## src/rtl/irq_agg_pkg.sv

```systemverilog
package irq_agg_pkg;
  localparam int unsigned DATA_W = 32;
  localparam int unsigned ADDR_W = 3;

  typedef enum logic [ADDR_W-1:0] {
    SEL_GATE = 3'd0,
    SEL_TRIG = 3'd1,
    SEL_PEND = 3'd2,
    SEL_EN   = 3'd3,
    SEL_CLR  = 3'd4,
    SEL_MODE = 3'd5
  } reg_sel_e;
endpackage

```

## src/rtl/irq_agg_regs.sv

```systemverilog
module irq_agg_regs
  import irq_agg_pkg::*;
#(
  parameter int unsigned N = 12
) (
  input  logic              clk,
  input  logic              rst_n,
  input  logic              wr,
  input  logic [ADDR_W-1:0] addr,
  input  logic [DATA_W-1:0] wdata,
  output logic [N-1:0]      gate_q,
  output logic [N-1:0]      trig_q,
  output logic [N-1:0]      en_q,
  output logic              pulse_mode_q,
  output logic [N-1:0]      clr_vec
);
  reg_sel_e sel;
  assign sel = reg_sel_e'(addr);

  // Clear strobes last one cycle, only while the write is present.
  assign clr_vec = (wr && sel == SEL_CLR) ? wdata[N-1:0] : '0;

  always_ff @(posedge clk) begin
    if (!rst_n) begin
      gate_q       <= '0;
      trig_q       <= '0;
      en_q         <= '0;
      pulse_mode_q <= 1'b0;
    end else if (wr) begin
      case (sel)
        SEL_GATE: gate_q       <= wdata[N-1:0];
        SEL_TRIG: trig_q       <= wdata[N-1:0];
        SEL_EN:   en_q         <= wdata[N-1:0];
        SEL_MODE: pulse_mode_q <= wdata[0];
        default:  ;
      endcase
    end
  end
endmodule

```

## src/rtl/irq_agg_capture.sv

```systemverilog
module irq_agg_capture #(
  parameter int unsigned N = 12
) (
  input  logic         clk,
  input  logic         rst_n,
  input  logic [N-1:0] lines,
  input  logic [N-1:0] gate,
  input  logic [N-1:0] trig,
  input  logic [N-1:0] clr_vec,
  output logic [N-1:0] pend_q,
  output logic [N-1:0] set_vec
);
  for (genvar i = 0; i < N; i++) begin : g_ch
    logic line_q;
    logic event_hit;

    // Rising edge when the trigger bit is 1, high level otherwise.
    assign event_hit  = trig[i] ? (lines[i] & ~line_q) : lines[i];
    assign set_vec[i] = gate[i] & event_hit;

    always_ff @(posedge clk) begin
      if (!rst_n) begin
        line_q    <= 1'b0;
        pend_q[i] <= 1'b0;
      end else begin
        line_q    <= lines[i];
        // A new event outranks a clear in the same cycle.
        pend_q[i] <= set_vec[i] | (pend_q[i] & ~clr_vec[i]);
      end
    end
  end
endmodule

```

## src/rtl/irq_agg_outgen.sv

```systemverilog
module irq_agg_outgen #(
  parameter int unsigned N = 12
) (
  input  logic         clk,
  input  logic         rst_n,
  input  logic [N-1:0] pend,
  input  logic [N-1:0] en,
  input  logic         pulse_mode,
  output logic         irq_out
);
  logic [N-1:0] live;
  logic [N-1:0] live_q;
  logic         fresh;

  assign live  = pend & en;
  assign fresh = |(live & ~live_q);

  always_ff @(posedge clk) begin
    if (!rst_n) live_q <= '0;
    else        live_q <= live;
  end

  assign irq_out = pulse_mode ? fresh : (|live);
endmodule

```

## src/rtl/irq_aggregator.sv

```systemverilog
module irq_aggregator
  import irq_agg_pkg::*;
#(
  parameter int unsigned N = 12
) (
  input  logic              clk,
  input  logic              rst_n,
  input  logic [N-1:0]      irq_in,
  input  logic              reg_wr,
  input  logic [ADDR_W-1:0] reg_addr,
  input  logic [DATA_W-1:0] reg_wdata,
  output logic [DATA_W-1:0] reg_rdata,
  output logic              irq_out
);
  logic [N-1:0] gate_q, trig_q, en_q, clr_vec, pend_q, set_vec;
  logic         pulse_mode_q;

  irq_agg_regs #(.N(N)) u_regs (
    .clk(clk), .rst_n(rst_n), .wr(reg_wr), .addr(reg_addr), .wdata(reg_wdata),
    .gate_q(gate_q), .trig_q(trig_q), .en_q(en_q),
    .pulse_mode_q(pulse_mode_q), .clr_vec(clr_vec)
  );

  irq_agg_capture #(.N(N)) u_cap (
    .clk(clk), .rst_n(rst_n), .lines(irq_in), .gate(gate_q), .trig(trig_q),
    .clr_vec(clr_vec), .pend_q(pend_q), .set_vec(set_vec)
  );

  irq_agg_outgen #(.N(N)) u_out (
    .clk(clk), .rst_n(rst_n), .pend(pend_q), .en(en_q),
    .pulse_mode(pulse_mode_q), .irq_out(irq_out)
  );

  always_comb begin
    reg_rdata = '0;
    case (reg_sel_e'(reg_addr))
      SEL_GATE: reg_rdata[N-1:0] = gate_q;
      SEL_TRIG: reg_rdata[N-1:0] = trig_q;
      SEL_PEND: reg_rdata[N-1:0] = pend_q;
      SEL_EN:   reg_rdata[N-1:0] = en_q;
      SEL_MODE: reg_rdata        = {DATA_W{pulse_mode_q}};
      default:  reg_rdata        = '0;
    endcase
  end
endmodule

```

## config.mk

```make
export PLATFORM = sky130hd
export DESIGN_NAME = irq_aggregator
export DESIGN_NICKNAME = d
export VERILOG_FILES = /design/src/rtl/irq_agg_pkg.sv /design/src/rtl/irq_agg_regs.sv /design/src/rtl/irq_agg_capture.sv /design/src/rtl/irq_agg_outgen.sv /design/src/rtl/irq_aggregator.sv
export SDC_FILE = /design/constraint.sdc
export NUM_CORES = 1
export LEC_CHECK = 0
export CORE_MARGIN = 1.5
export CORE_UTILIZATION = 52
export CTS_CLUSTER_SIZE = 20
export DETAILED_ROUTE_END_ITERATION = 10
export HOLD_SLACK_MARGIN = 0.08
export PLACE_DENSITY_LB_ADDON = 0.08
export SYNTH_ARGS = -nofsm -noshare
export SYNTH_HDL_FRONTEND = slang
export SYNTH_SLANG_ARGS = --single-unit
```

## constraint.sdc

```tcl
create_clock -name clk -period 9.9 [get_ports clk]
set_clock_uncertainty 0.15 [all_clocks]
set_input_delay 2.97 -clock clk [delete_from_list [all_inputs] [get_ports clk]]
set_output_delay 2.97 -clock clk [all_outputs]
set_load 0.005 [all_outputs]
```

==> results.py <==
metrics = {
    "run_status": {
        "outcome": "finished clean",
    },
    "clock_tree": {
        "cts_sinks": 73,
        "numCtsBuffers": 9,
        "cts_tree": "done",
        "postCtsSetupBuffers": 0,
        "cts-resized-gates": 0,
        "path_clk_slew_ns": 0.08,
        "clockBufferDepth": 2,
        "cts_hold_buf": 0,
        "cts-root-buf": "clkbuf_8",
        "htreeDepth": 3,
        "insertion_delay_ns": 0.35,
    },
    "layout": {
        "area_growth_pct": 19.6,
        "fin_nets": 482,
        "fill_cells": 556,
        "diodes": 0,
        "design_area_um2": 4020,
        "drive_gt1_frac": 0.0755,
    },
    "synthesis": {
        "syn-cell-area_um2": 3360,
        "synth_area_leaders": "dfxtp_1, nand2_1, a21boi_0",
        "avgSynthCellArea_um2": 8.49,
        "yosysMostFrequentCell": "nand2_1",
        "ys_warn_count": 0,
        "ys_async_sr_fraction": 0,
        "synth-seq-area-share": 0.435,
        "synth_edf_count": 0,
        "synthCells": 396,
        "ys_ff_latch": 73,
        "syn_nets": 446,
        "yosysTopAreaCellShare": 0.435,
        "synth_common_cells": "nand2_1, dfxtp_1, a21oi_1, a21boi_0, a21boi_1",
        "yosysTopAreaCell": "dfxtp_1",
        "synth.distinct_cells": 33,
        "synth_ff_type": "dfxtp_1",
    },
    "placed_design": {
        "port_buffers": 62,
        "gp_congestion": 0.829,
        "hpwl_mm": 5.21,
        "dpl_cell_area_um2": 3820,
    },
    "detailed_routing": {
        "dr_wl_met3_um": 523,
        "drt_iter0_drc": 178,
        "vias": 2834,
        "via_per_inst": 5.51,
        "drtAntennaViolNets": 0,
        "drc": 0,
        "firstDrtPassIters": 4,
        "wl_mm": 8.10,
        "highest_layer": "met4",
        "wl_met2_mm": 3.79,
        "wl_per_cell_um": 15.8,
        "wl_met1_mm": 3.68,
    },
    "global_routing": {
        "grt_pass1_vias": 2680,
        "track_usage": 0.242,
        "grt_pass1_wl_mm": 13.3,
        "grt_max_degree": 74,
        "antenna_found_initial": 0,
        "grt-ovfl-total": 0,
    },
    "worst_setup_path": {
        "path_delay_family": "buffers and inverters",
        "timing.critical_path.to_type": "output port",
        "crit_path_max_incr_delay_ns": 0.78,
        "r2r_slack_ns": 8.93,
        "cp-start-kind": "input port",
        "crit_required_ns": 6.78,
        "path_cells": "clkdlybuf4s50_1, nor2_1, and2_1, a21oi_1, o21ai_0, clkdlybuf4s50_1",
        "cp_common_cell": "clkdlybuf4s50_1",
        "cp_data_arrival_time_ns": 5.54,
        "path_class": "input port to output port",
        "crit_buf_inv": 2,
        "cp_slowest_cell": "clkdlybuf4s50_1",
        "crit_path_max_fanout": 15,
    },
    "min_path": {
        "hold_class": "register to register",
    },
    "power_and_ir_drop": {
        "leakagePower_nw": 1.44,
        "powerDensity_nw_per_um2": 145,
        "fin_total_pwr_mw": 0.582,
        "worst_ir_drop_vdd_v": 0.000100,
    },
    "floorplanning": {
        "die_w_um": 83.4,
        "die-area_um2": 6950,
        "initial_core_util": 0.532,
        "core_area_um2": 6310,
        "die_h_um": 83.4,
        "placementRows": 29,
        "pin_count": 83,
    },
    "sta": {
        "final_max_slew_viol_count": 0,
        "fin_hold_ws_ns": 0.326,
        "setup_violations": 0,
        "clock.fmax_mhz": 115,
        "relSlewSlack": 0.264,
        "period_share": 0.875,
        "hold_viol_final": 0,
        "worstMarginPinSlew_ns": 1.10,
        "rsz0062_at_grt": "no",
        "period_minus_slack_ns": 8.66,
        "fin_tns_setup_ns": 0,
    },
    "run": {
        "max_cap_viol_count": 0,
    },
}
placed cells by master (no fill, tap or decap), types with 7 or more instances in the layout:
cell,instances
o21ai_0,9
o22ai_1,10
a21boi_1,23
clkbuf_8,9
and2_1,14
a22oi_1,10
a21boi_0,25
and3_1,13
dfxtp_1,73
clkdlybuf4s50_1,61
a21oi_1,26
nand2_1,103
o21a_1,12
mux2_2,7
layer usage:
metal	vias to the layer above	global-route usage
li1	1411	-
met1	1326	0.328
met2	88	0.387
met3	9	0.0497
met4	0	0.0833
met5	-	0
flip-flops by register name, summed over array words and instances (netlist names):
| name | cells |
|---|---|
| u_cap.pend_q | 12 |
| u_regs.en_q | 12 |
| u_out.live_q | 12 |
| u_regs.trig_q | 12 |
| u_regs.gate_q | 12 |
| u_cap.g_ch.line_q | 12 |
| u_regs.pulse_mode_q | 1 |
power by group:
| group | switching (mW) | internal [mW] | total, mW |
|---|---|---|---|
| clock | 0.115 | 0.117 | 0.232 |
| sequential | 0.00416 | 0.300 | 0.304 |
| combinational | 0.0237 | 0.0229 | 0.0467 |
kinds of logic after synthesis:
kind of cell / share of synthesized area
compound gates: 0.232
buf+inv: 0.0812
flops: 0.435
mux: 0.0391
simple gates: 0.213
path summary, 6_finish.rpt:
check | start | endpoint | cells after the start
worst max-delay path | reg_addr[0] | reg_rdata[3] | 6
worst min-delay path | u_regs.trig_q[9] | u_regs.trig_q[9] | 2
worst max register to register | u_regs.pulse_mode_q | u_regs.pulse_mode_q | 2
worst min register to register | u_regs.trig_q[9] | u_regs.trig_q[9] | 2
per-stage QoR:
| stage | worst slack, ns | util | cells |
|---|---|---|---|
| finish | 1.24 | 0.637 | 514 |
| global route | 1.08 | 0.637 | 514 |
| CTS | 1.26 | 0.637 | 514 |
| detailed placement | 1.25 | 0.605 | 498 |
| global placement | 1.30 | 0.605 | 498 |
| floorplan | 2.54 | - | 396 |
worst min-delay path, cell delays in order (launching register included):
cell and delay (ns):
dfxtp_1 0.33, nand2_1 0.06, a21boi_1 0.05
cell type report:
class,instances,area [um^2],share of cell area
clock buffer,10,128,0.0318
tap,77,96.3,0.0240
inverter,2,7.51,0.00187
sequential,73,1460,0.364
multi-input combinational,282,1630,0.405
clock inverter,6,68.8,0.0171
timing repair buffer,64,631,0.157
Power figures use the tool's default switching activity.
